===== src/rtl/xpin_pkg.sv =====
package xpin_pkg;

  typedef enum logic [1:0] {
    SENSE_LEVEL = 2'b00,
    SENSE_RISE  = 2'b01,
    SENSE_FALL  = 2'b10,
    SENSE_BOTH  = 2'b11
  } sense_t;

  localparam logic [1:0] WORD_SENSE = 2'd0;
  localparam logic [1:0] WORD_CTRL  = 2'd1;
  localparam logic [1:0] WORD_DATA  = 2'd2;
  localparam logic [1:0] WORD_FLAG  = 2'd3;

  // Edge qualification for one pin given its sense mode.
  function automatic logic edge_hit(sense_t mode, logic cur, logic prv);
    case (mode)
      SENSE_RISE: edge_hit = cur & ~prv;
      SENSE_FALL: edge_hit = ~cur & prv;
      SENSE_BOTH: edge_hit = cur ^ prv;
      default:    edge_hit = 1'b0;
    endcase
  endfunction

  // Active-low level request for an input pin.
  function automatic logic level_req(logic cur, logic en, logic dir);
    level_req = en & ~dir & ~cur;
  endfunction

  // Which byte lane holds a given bit of a word.
  function automatic int lane_of_bit(int bit_pos, int lane_w);
    lane_of_bit = bit_pos / lane_w;
  endfunction

endpackage


===== src/rtl/xpin_sync.sv =====
module xpin_sync #(
  parameter int NUM_PINS = 7
) (
  input  logic                clk,
  input  logic                rst_n,
  input  logic [NUM_PINS:1]   pin_in,
  output logic [NUM_PINS:1]   sync_cur,
  output logic [NUM_PINS:1]   sync_prev
);

  logic [NUM_PINS:1] stage1_q;

  // Pins idle high, so every stage resets to ones.
  always_ff @(posedge clk or negedge rst_n) begin
    if (!rst_n) begin
      stage1_q  <= '1;
      sync_cur  <= '1;
      sync_prev <= '1;
    end else begin
      stage1_q  <= pin_in;
      sync_cur  <= stage1_q;
      sync_prev <= sync_cur;
    end
  end


  sync_age_chk: assert property (@(posedge clk) disable iff (!rst_n)
    sync_prev == $past(sync_cur));

endmodule


===== src/rtl/xpin_regs.sv =====
module xpin_regs
  import xpin_pkg::*;
#(
  parameter int NUM_PINS = 7
) (
  input  logic                     clk,
  input  logic                     rst_n,
  input  logic                     bus_wr,
  input  logic [1:0]               bus_addr,
  input  logic [1:0]               bus_lane,
  input  logic [2*(NUM_PINS+1)-1:0] bus_wdata,
  input  logic [NUM_PINS:1]        pin_level,
  input  logic [NUM_PINS:1]        flag_q,
  output logic [NUM_PINS:1][1:0]   sense_q,
  output logic [NUM_PINS:1]        dir_q,
  output logic [NUM_PINS:1]        en_q,
  output logic [NUM_PINS:1]        dout_q,
  output logic [NUM_PINS:1]        flag_clr,
  output logic [2*(NUM_PINS+1)-1:0] bus_rdata
);

  localparam int LANE_W = NUM_PINS + 1;
  localparam int DW     = 2 * LANE_W;
  localparam int HI_LO  = LANE_W + 1;
  localparam int HI_HI  = LANE_W + NUM_PINS;

  logic wr_sense, wr_ctrl, wr_data, wr_flag;
  logic [DW-1:0] sense_flat;
  logic unused_wbits;

  assign wr_sense = bus_wr && (bus_addr == WORD_SENSE);
  assign wr_ctrl  = bus_wr && (bus_addr == WORD_CTRL);
  assign wr_data  = bus_wr && (bus_addr == WORD_DATA);
  assign wr_flag  = bus_wr && (bus_addr == WORD_FLAG);
  assign unused_wbits = ^bus_wdata[1:0];

  // One sense field per pin, each in the lane its bits fall into.
  for (genvar p = 1; p <= NUM_PINS; p++) begin : g_sense
    localparam int LO = 2 * p;
    localparam int LN = lane_of_bit(LO, LANE_W);
    always_ff @(posedge clk or negedge rst_n) begin
      if (!rst_n)
        sense_q[p] <= 2'b00;
      else if (wr_sense && bus_lane[LN])
        sense_q[p] <= bus_wdata[LO+1:LO];
    end
  end

  always_ff @(posedge clk or negedge rst_n) begin
    if (!rst_n) begin
      dir_q  <= '0;
      en_q   <= '0;
      dout_q <= '0;
    end else begin
      if (wr_ctrl && bus_lane[0]) dir_q  <= bus_wdata[NUM_PINS:1];
      if (wr_ctrl && bus_lane[1]) en_q   <= bus_wdata[HI_HI:HI_LO];
      if (wr_data && bus_lane[0]) dout_q <= bus_wdata[NUM_PINS:1];
    end
  end

  assign flag_clr = (wr_flag && bus_lane[0]) ? bus_wdata[NUM_PINS:1] : '0;

  always_comb begin
    sense_flat = '0;
    for (int p = 1; p <= NUM_PINS; p++) sense_flat[2*p +: 2] = sense_q[p];
  end

  always_comb begin
    case (bus_addr)
      WORD_SENSE: bus_rdata = sense_flat;
      WORD_CTRL:  bus_rdata = {en_q, 1'b0, dir_q, 1'b0};
      WORD_DATA:  bus_rdata = {pin_level, 1'b0, dout_q, 1'b0};
      default:    bus_rdata = {{LANE_W{1'b0}}, flag_q, 1'b0};
    endcase
  end


  ctrl_lane_hold_chk: assert property (@(posedge clk) disable iff (!rst_n)
    (bus_wr && bus_addr == WORD_CTRL && !bus_lane[1]) |=> $stable(en_q));


  level_ro_chk: assert property (@(posedge clk) disable iff (!rst_n)
    (bus_wr && bus_addr == WORD_DATA && bus_lane[0] == 1'b0) |=> $stable(dout_q));

endmodule


===== src/rtl/xpin_detect.sv =====
module xpin_detect
  import xpin_pkg::*;
#(
  parameter int NUM_PINS = 7
) (
  input  logic                   clk,
  input  logic                   rst_n,
  input  logic [NUM_PINS:1][1:0] sense_q,
  input  logic [NUM_PINS:1]      dir_q,
  input  logic [NUM_PINS:1]      en_q,
  input  logic [NUM_PINS:1]      sync_cur,
  input  logic [NUM_PINS:1]      sync_prev,
  input  logic [NUM_PINS:1]      flag_clr,
  output logic [NUM_PINS:1]      flag_q,
  output logic [NUM_PINS:1]      irq_req
);

  logic [NUM_PINS:1] edge_evt;

  for (genvar p = 1; p <= NUM_PINS; p++) begin : g_pin
    sense_t mode_w;
    assign mode_w = sense_t'(sense_q[p]);

    // Only input pins may produce events.
    assign edge_evt[p] = ~dir_q[p] & edge_hit(mode_w, sync_cur[p], sync_prev[p]);

    // A new event outranks a clear in the same cycle.
    always_ff @(posedge clk or negedge rst_n) begin
      if (!rst_n) flag_q[p] <= 1'b0;
      else        flag_q[p] <= (flag_q[p] & ~flag_clr[p]) | edge_evt[p];
    end

    assign irq_req[p] = (mode_w == SENSE_LEVEL)
                      ? level_req(sync_cur[p], en_q[p], dir_q[p])
                      : (flag_q[p] & en_q[p] & ~dir_q[p]);


    evt_sets_chk: assert property (@(posedge clk) disable iff (!rst_n)
      edge_evt[p] |=> flag_q[p]);


    clr_wins_chk: assert property (@(posedge clk) disable iff (!rst_n)
      (flag_clr[p] && !edge_evt[p]) |=> !flag_q[p]);


    level_flag_chk: assert property (@(posedge clk) disable iff (!rst_n)
      (mode_w == SENSE_LEVEL && !flag_q[p]) |=> !flag_q[p]);


    out_quiet_chk: assert property (@(posedge clk) disable iff (!rst_n)
      dir_q[p] |-> !irq_req[p]);
  end

endmodule


===== src/rtl/xpin_irq_unit.sv =====
module xpin_irq_unit
  import xpin_pkg::*;
#(
  parameter int NUM_PINS = 7,
  localparam int DW      = 2 * (NUM_PINS + 1)
) (
  input  logic                clk,
  input  logic                rst_n,
  input  logic                bus_wr,
  input  logic [1:0]          bus_addr,
  input  logic [1:0]          bus_lane,
  input  logic [DW-1:0]       bus_wdata,
  output logic [DW-1:0]       bus_rdata,
  input  logic [NUM_PINS:1]   pin_in,
  output logic [NUM_PINS:1]   pin_dout,
  output logic [NUM_PINS:1]   pin_oe,
  output logic [NUM_PINS:1]   irq_req
);

  logic [NUM_PINS:1]      sync_cur, sync_prev;
  logic [NUM_PINS:1][1:0] sense_q;
  logic [NUM_PINS:1]      dir_q, en_q, dout_q, flag_clr, flag_q;

  xpin_sync #(.NUM_PINS(NUM_PINS)) u_sync (
    .clk       (clk),
    .rst_n     (rst_n),
    .pin_in    (pin_in),
    .sync_cur  (sync_cur),
    .sync_prev (sync_prev)
  );

  xpin_regs #(.NUM_PINS(NUM_PINS)) u_regs (
    .clk       (clk),
    .rst_n     (rst_n),
    .bus_wr    (bus_wr),
    .bus_addr  (bus_addr),
    .bus_lane  (bus_lane),
    .bus_wdata (bus_wdata),
    .pin_level (sync_cur),
    .flag_q    (flag_q),
    .sense_q   (sense_q),
    .dir_q     (dir_q),
    .en_q      (en_q),
    .dout_q    (dout_q),
    .flag_clr  (flag_clr),
    .bus_rdata (bus_rdata)
  );

  xpin_detect #(.NUM_PINS(NUM_PINS)) u_detect (
    .clk       (clk),
    .rst_n     (rst_n),
    .sense_q   (sense_q),
    .dir_q     (dir_q),
    .en_q      (en_q),
    .sync_cur  (sync_cur),
    .sync_prev (sync_prev),
    .flag_clr  (flag_clr),
    .flag_q    (flag_q),
    .irq_req   (irq_req)
  );

  assign pin_oe   = dir_q;
  assign pin_dout = dout_q;


  reset_quiet_chk: assert property (@(posedge clk) disable iff (!rst_n)
    $rose(rst_n) |-> (irq_req == '0 && pin_oe == '0));

endmodule


===== config.mk =====
export PLATFORM = sky130hd
export DESIGN_NAME = xpin_irq_unit
export DESIGN_NICKNAME = d
export VERILOG_FILES = /design/src/rtl/xpin_pkg.sv /design/src/rtl/xpin_sync.sv /design/src/rtl/xpin_regs.sv /design/src/rtl/xpin_detect.sv /design/src/rtl/xpin_irq_unit.sv
export SDC_FILE = /design/constraint.sdc
export NUM_CORES = 1
export LEC_CHECK = 0
export CORE_MARGIN = 5
export CORE_UTILIZATION = 40
export CTS_CLUSTER_SIZE = 30
export DETAILED_ROUTE_END_ITERATION = 10
export PLACE_DENSITY = 0.64
export SLEW_MARGIN = 25
export SYNTH_ARGS = -nofsm -noshare
export SYNTH_HDL_FRONTEND = slang
export SYNTH_SLANG_ARGS = --single-unit
export TNS_END_PERCENT = 10

===== constraint.sdc =====
create_clock -name clk -period 1.88 [get_ports clk]
set_clock_uncertainty 0.05 [all_clocks]
set_input_delay 0.188 -clock clk [delete_from_list [all_inputs] [get_ports clk]]
set_output_delay 0.188 -clock clk [all_outputs]
set_load 0.05 [all_outputs]

==> results of run 1 <==
==> state kept, by name, indices dropped and copies added, names as in the netlist <==
name,cells
u_detect.flag_q,7
u_regs.en_q,7
u_regs.dir_q,7
u_regs.dout_q,7
u_regs.sense_q,14
u_sync.stage1_q,7
u_sync.sync_cur,7
u_sync.sync_prev,7
==> repair_timing <==
action                                  in CTS  in global routing
hold buffers                                 1                  0
pin swaps                                    3                  3
endpoints found under the setup margin       9                 13
hold endpoints to repair                    42                  0
gates resized for setup                     16                 14
==> power breakdown <==
group          switching (mW)  internal (mW)  total [mW]
sequential              0.275           1.60        1.88
clock                   0.510          0.780        1.29
combinational            1.02          0.876        1.90
==> stage by stage <==
stage | hold slack [ns] | util | power (mW)
2_1_floorplan | -0.158 | - | 2.90
3_3_place_gp | 0.174 | 0.556 | 3.67
3_5_place_dp | 0.175 | 0.556 | 3.70
4_1_cts | 0.184 | 0.597 | 5.08
5_1_grt | 0.173 | 0.602 | 5.31
6_report | 0.196 | 0.602 | 5.06
==> metal layers <==
metal	routed length [µm]	vias up	global-route usage
li1	-	1063	-
met1	3090	1112	0.192
met2	3740	63	0.273
met3	357	19	0.0550
met4	151	0	0.0651
met5	0	-	0
==> layout by cell type (no fill, tap or decap), types with 10 or more instances in the layout <==
cell type / n
buf_12: 18
buf_4: 36
clkbuf_8: 10
clkdlybuf4s50_1: 33
dfrtp_1: 37
dfstp_2: 21
ha_1: 14
inv_1: 20
mux2_2: 36
nand2_1: 16
nand2b_1: 14
==> synth_stat cells (all sizes together) (3+ instances only) <==
cell | number | area share
dfrtp | 42 | 0.34
mux2 | 36 | 0.13
dfstp | 21 | 0.18
inv | 20 | 0.024
nand2 | 16 | 0.019
ha | 14 | 0.056
nand2b | 14 | 0.028
nor2 | 13 | 0.016
mux2i | 8 | 0.026
a21o | 7 | 0.017
a21oi | 7 | 0.011
a311oi | 7 | 0.020
buf | 7 | 0.018
o21ai | 7 | 0.011
a2111oi | 6 | 0.017
mux4 | 6 | 0.043
nand3 | 3 | 0.014
==> area by class of cell <==
type | instances | area, µm²
clock inverters | 4 | 70.1
flip-flops and latches | 63 | 1610
repair buffers | 97 | 1060
clock buffers | 12 | 145
multi-input cells | 153 | 1520
inverters | 20 | 75.1
fillers | 618 | 3040
well taps | 102 | 128
==> final timing paths <==
kind / to / slack (ns) / cells past startpoint
max in group asynchronous: u_sync.stage1_q[2] / 1.13 / 3
max: bus_rdata[4] / 0.04 / 3
min reg2reg: u_sync.sync_cur[1] / 0.30 / 0
min in group asynchronous: u_regs.sense_q[13] / 0.33 / 3
min: u_sync.stage1_q[7] / 0.20 / 1
max reg2reg: u_detect.flag_q[5] / 0.29 / 5
==> kinds of logic (layout without fill, tap and decap cells) <==
logic type	count (synthesis)	after routing	share of synthesized area
flip-flops	63	63	0.515
other	1	1	0.00121
AO/OA/AOI/OAI	35	35	0.0788
buffers and inverters	28	133	0.0470
multiplexers	50	50	0.199
AND/OR/NAND/NOR	53	53	0.102
adder cells (fa/ha/maj)	14	14	0.0563
==> impl_metrics.toml, run 1 <==
[power]
ir_drop_v = 0.000700
power.density_mw_per_mm2 = 1100
leakagePower_nw = 1.98

[worst_setup_path]
worst_ep_required_time_ns = 1.64
slowest_delay_ns = 0.46
path_class = "reg2out"
arrival_ns = 1.60
endpoint_kind = "output port"
critPathMostFrequentCell = "buf_4"
crit_family = "multiplexers"
cp_cell_sequence = "buf_4, mux4_2, buf_4"
path_buf_inv = 2
crit_path_start_kind = "flop"
crit_slowest_cell = "mux4_2"
r2r-start = "u_sync.sync_cur[5]"
crit_start = "u_regs.sense_q[2]"
cp_max_fo = 5

[place]
io_buffers = 64
dp_cells = 434
gp_congestion = 0.825
hpwl_um = 5330
dpl-instance-area_mm2 = 0.00425
dp_slack_ns = -0.0690

[routing]
route.detailed.drc = 0
vias = 2257
postRouteAntennaNets = 0
dr.pass1.iters = 6
vias_per_cell = 5.00
drt_iter0_drc = 50
avgRoutedWirePerCell_um = 16.3
routed_wl_um = 7340

[global_routing]
grt_pass1_wl_um = 12300
grt_pass1_vias = 2511
grt_max_degree = 64
grt_usage = 0.163
antenna_found_initial = 0
overflow = 0

[clock_network]
cts_root_buf = "clkbuf_8"
cts.clk_slew.worst_paths_ns = 0.07
cts.htree.levels = 3
numCtsBuffers = 9
insertion_delay_ns = 0.34
cts_setup_buffers = 0
cts_buffer_depth = 2
cts.sinks = 63
cts_tree = "built"

[synthesis]
syn-cell-area_mm2 = 0.00311
ys_ff_latch = 63
syn_nets = 288
yosysUniqueCellTypes = 28
syn_avg_cell_area_um2 = 12.8
synth.yosys.seq_area_share = 0.515
yosys_warnings = 0
synth_flop_cell = "dfrtp_1"
syn_inst = 244
synth_edf_count = 0
synth-async-reset-ratio = 1.00

[floorplanning]
dieArea_mm2 = 0.00964
core_mm2 = 0.00765
rows = 32
fp.dieH_um = 98.2
initial_core_util = 0.407
dieWidth_um = 98.2
ios = 67

[sta]
setup_tns_ns = 0
post-route-period-util = 0.976
setup_viol = 0
final-hold-violation-count = 0
fmax_mhz = 545
fin_crit_ns = 1.84
setup_ws_ns = 0.0446
relSlewSlack = 0.662
rsz0062_at_grt = "no"
worst_slew_pin_slew_ns = 0.506
report.final.slew_viol_count = 0

[cells_and_area]
final_cells = 451
drive_above_1_share = 0.458
nets = 388
syn_to_final_growth_pct = 48.0
num_antenna_cells = 0
final_area_mm2 = 0.00461

[status]
status = "finished, final reports clean"

[run]
maxCapViolCount = 0

[hold_path]
hold_start = "pin_in[7]"
hold_class = "in2reg"
No activity file was read; power rests on OpenSTA's default activity.
==> inputs of run 2 (changes only) <==
==> constraint.sdc (replaced) <==
create_clock -name clk -period 1.88 [get_ports clk]
set_clock_uncertainty 0.05 [all_clocks]
set_input_delay 0.376 -clock clk [delete_from_list [all_inputs] [get_ports clk]]
set_output_delay 0.376 -clock clk [all_outputs]
set_load 0.05 [all_outputs]
==> impl_metrics.toml, run 2 (synthesis gave the netlist of run 1 again) <==
[clock_network]
cts_buffer_depth = 2
cts_tree = "built"
cts_root_buf = "clkbuf_8"
numCtsBuffers = 9
cts.sinks = 63
cts.clk_slew.worst_paths_ns = 0.07
cts.htree.levels = 3
insertion_delay_ns = 0.34

[worst_setup_path]
crit_path_start_kind = "flop"
rrSetupSlack_ns = 0.28
worst_ep_required_time_ns = 1.45
cp_max_fo = 4
arrival_ns = 1.51
endpoint_kind = "output port"
path_class = "reg2out"

[routing]
routed_wl_um = 7850
vias = 2384
route.detailed.drc = 0
vias_per_cell = 5.07
avgRoutedWirePerCell_um = 16.7
drt_iter0_drc = 102
postRouteAntennaNets = 0
dr.pass1.iters = 4

[floorplanning]
dieWidth_um = 98.2
initial_core_util = 0.407
dieArea_mm2 = 0.00964
core_mm2 = 0.00765
rows = 32
ios = 67
fp.dieH_um = 98.2

[status]
status = "finished with violations"
violations = "setup timing"

[global_routing]
grt_usage = 0.177
grt_max_degree = 64
grt_pass1_vias = 2644
grt_pass1_wl_um = 13400
overflow = 0
antenna_found_initial = 0

[power]
power.density_mw_per_mm2 = 1100
ir_drop_v = 0.000513
power_mw = 5.27
leakagePower_nw = 2.08

[place]
hpwl_um = 5590
dp_cells = 446
gp_congestion = 0.770
io_buffers = 64

[cells_and_area]
syn_to_final_growth_pct = 53.9
layout_common_cells = "buf_4 (57), dfrtp_1 (37), mux2_2 (36)"
regMostFlops = "u_regs.sense_q"
num_antenna_cells = 0
nFillCells = 607
final_cells = 470
largest_reg_flops = 14
nets = 407
final_common_cell = "buf_4"
drive_above_1_share = 0.530

[sta]
fmax_mhz = 516
report.final.slew_viol_count = 0
rsz0062_at_grt = "yes"
post-route-period-util = 1.03
fin_crit_ns = 1.94
final-hold-violation-count = 0
setup_viol = 8
setup_ws_ns = -0.0584

[run]
maxCapViolCount = 0

[hold_path]
hold_class = "reg2reg"
-- run 2: changes by cell type in the layout (fill, tap and decap cells not counted), sizes merged --
| cell | before | now |
|---|---|---|
| clkinvlp | 0 | 1 |
| clkdlybuf4s15 | 0 | 2 |
| dlygate4sd2 | 3 | 0 |
| clkbuf | 12 | 11 |
| buf | 58 | 88 |
| dlymetal6s2s | 2 | 0 |
| clkdlybuf4s50 | 33 | 25 |
-- run 2: stage by stage --
step                 util  cell area, µm²  hold slack, ns  TNS, ns  setup slack [ns]
global route        0.626            4790           0.309    -1.40            -0.122
global placement    0.565            4320           0.296   -13.33            -0.365
floorplan               -            3150          0.0304    -3.52            -0.355
finish              0.626            4790           0.307   -0.313           -0.0584
CTS                 0.619            4730           0.307   -0.872            -0.109
detailed placement  0.565            4320           0.297   -13.80            -0.362
-- run 2: per-layer routing --
layer | vias up | global-route usage | wire [µm]
li1 | 1107 | - | -
met1 | 1200 | 0.211 | 3230
met2 | 60 | 0.299 | 4000
met3 | 17 | 0.0550 | 419
met4 | 0 | 0.0672 | 189
met5 | - | 0 | 0
-- run 2: timing repair --
item | in CTS | in global routing
pin swaps | 8 | 4
buffers inserted | 3 | 4
hold buffers | 1 | 0
endpoints found under the setup margin | 22 | 21
gates resized for setup | 39 | 8
endpoints found under the hold margin | 17 | 0
-- run 2: final timing paths --
kind,start,to,cells after the start
max,u_regs.sense_q[0],bus_rdata[2],3
min in group asynchronous,rst_n,u_regs.en_q[5],3
max reg2reg,u_sync.sync_cur[6],u_detect.flag_q[6],5
max in group asynchronous,rst_n,u_sync.sync_prev[4],3
min reg2reg,u_sync.stage1_q[5],u_sync.sync_cur[5],0
min,u_sync.stage1_q[5],u_sync.sync_cur[5],0
-- run 2: critical path, stage by stage, from the launching register on --
cell     delay [ns]
dfrtp_1        0.40
buf_6          0.13
mux4_2         0.47
buf_8          0.17
-- run 2: where the power goes --
group          internal (mW)  switching [mW]  leakage [nW]
logic                   1.01            1.12          1.27
clock network          0.783           0.524         0.110
registers               1.60           0.233         0.702
total                   3.39            1.87          2.08
-- run 2: layout make-up --
cell class              instances  area [µm²]  area share
multi-input cells             153        1530       0.319
clock buffers                  11         141      0.0295
clock inverters                 5        81.3      0.0170
flip-flops and latches         63        1610       0.336
inverters                      20        75.1      0.0157
well taps                     102         128      0.0266
repair buffers                116        1230       0.257
==> inputs of run 3 (changes only) <==
- CORE_ASPECT_RATIO: not set -> 1.2
==> impl_metrics.toml, run 3 (synthesis gave the netlist of run 1 again) <==
[status]
status = "finished with violations"
violations = "hold timing, setup timing"

[clock_network]
insertion_delay_ns = 0.33
cts.htree.levels = 3
cts_buffer_depth = 2
cts.sinks = 63
cts.clk_slew.worst_paths_ns = 0.07
cts_tree = "built"
cts-hold-fix-buffers = 0
numCtsBuffers = 9
cts_root_buf = "clkbuf_8"

[routing]
vias_per_cell = 5.16
drt_iter0_drc = 110
vias = 2296
postRouteAntennaNets = 0
route.detailed.drc = 0
routed_wl_um = 7810
dr.pass1.iters = 6
avgRoutedWirePerCell_um = 17.5

[worst_setup_path]
worst_ep_required_time_ns = 1.45
r2r_cells = 5
endpoint_kind = "output port"
crit_path_start_kind = "flop"
cp_cell_sequence = "buf_4, mux4_2, buf_6"
rrSetupSlack_ns = 0.28
path_buf_inv = 2
arrival_ns = 1.56
r2r-start = "u_sync.sync_cur[1]"
crit_family = "multiplexers"
path_class = "reg2out"
cp_max_fo = 5
slowest_delay_ns = 0.47
r2r-end = "u_detect.flag_q[1]"
crit_slowest_cell = "mux4_2"

[cells_and_area]
final_cells = 445
layout_common_cells = "buf_4 (42), dfrtp_1 (39), mux2_2 (36)"
nets = 392
multi_input_area_mm2 = 0.00156
regMostFlops = "u_regs.sense_q"
seqCellArea_mm2 = 0.00161
final_area_mm2 = 0.00468
drive_above_1_share = 0.524
utilization = 0.614
num_antenna_cells = 0
nFillCells = 618
largest_reg_flops = 14
syn_to_final_growth_pct = 50.4
final_common_cell = "buf_4"

[sta]
rsz0062_at_grt = "yes"
setup_tns_ns = -0.354
fmax_mhz = 503
report.final.slew_viol_count = 0
hold_slack_ns = -0.0116
post-route-period-util = 1.06
setup_viol = 6
setup_ws_ns = -0.106
final-hold-violation-count = 6
fin_crit_ns = 1.99

[floorplanning]
dieArea_mm2 = 0.00965
ios = 67
core_mm2 = 0.00762
initial_core_util = 0.408
rows = 35
fp.dieH_um = 107
dieWidth_um = 90.5

[global_routing]
busiest_layer = "met2"
grt_pass1_vias = 2476
grt_pass1_wl_um = 13100
grt_max_degree = 64
grt_use_met3 = 0.0372
gr-usage-met2 = 0.289
met1_usage = 0.220
antenna_found_initial = 0
overflow = 0
grt_usage = 0.174

[power]
ir_drop_v = 0.000612
power_mw = 5.07
power.density_mw_per_mm2 = 1080
leakagePower_nw = 2.02

[hold_path]
hold_class = "in2async"

[run]
maxCapViolCount = 0

[place]
dp_cells = 425
io_buffers = 64
gp_congestion = 0.833
dpl-instance-area_mm2 = 0.00423
dp_slack_ns = -0.375
hpwl_um = 5540
run 3: cell types whose count changed in the layout (fill, tap and decap cells not counted), sizes merged:
| cell | previous run | this run |
|---|---|---|
| buf | 88 | 74 |
| bufbuf | 0 | 1 |
| bufinv | 2 | 1 |
| clkbuf | 11 | 12 |
| clkdlybuf4s15 | 2 | 1 |
| clkinv | 2 | 3 |
| clkinvlp | 1 | 0 |
| dlygate4sd3 | 1 | 0 |
run 3: where the power goes:
| group | internal (mW) | switching, mW | total, mW |
|---|---|---|---|
| clock | 0.643 | 0.505 | 1.15 |
| combinational | 0.960 | 1.11 | 2.07 |
| sequential | 1.60 | 0.253 | 1.85 |
| total | 3.20 | 1.86 | 5.07 |
run 3: what timing repair did:
item / 4_1_cts / 5_1_grt
setup endpoints to repair: 24 / 21
pin swaps: 9 / 2
buffers inserted: 2 / 1
cloned: 1 / 0
gates resized for setup: 48 / 7
run 3: worst max-delay path by stage:
stage,startpoint,to,slack [ns],cells past startpoint
final,u_regs.sense_q[2],bus_rdata[4],-0.11,3
after global routing,u_regs.sense_q[1],bus_rdata[3],-0.13,3
after CTS,u_regs.sense_q[2],bus_rdata[4],-0.12,3
after detailed placement,bus_addr[0],bus_rdata[9],-0.37,7
after global placement,bus_addr[0],bus_rdata[9],-0.36,7
after floorplan,u_regs.dir_q[3],irq_req[3],-0.36,1
run 3: layer usage:
layer / share of wire / wire (µm)
met5: 0 / 0
met4: 0.021 / 167
met3: 0.045 / 352
met2: 0.52 / 4050
met1: 0.41 / 3230
run 3: cell type report:
class | instances | share of cell area
clock buffers | 12 | 0.0310
inverters | 20 | 0.0160
clock inverters | 4 | 0.00962
well taps | 92 | 0.0246
multi-input cells | 153 | 0.334
repair buffers | 101 | 0.241
flip-flops and latches | 63 | 0.343
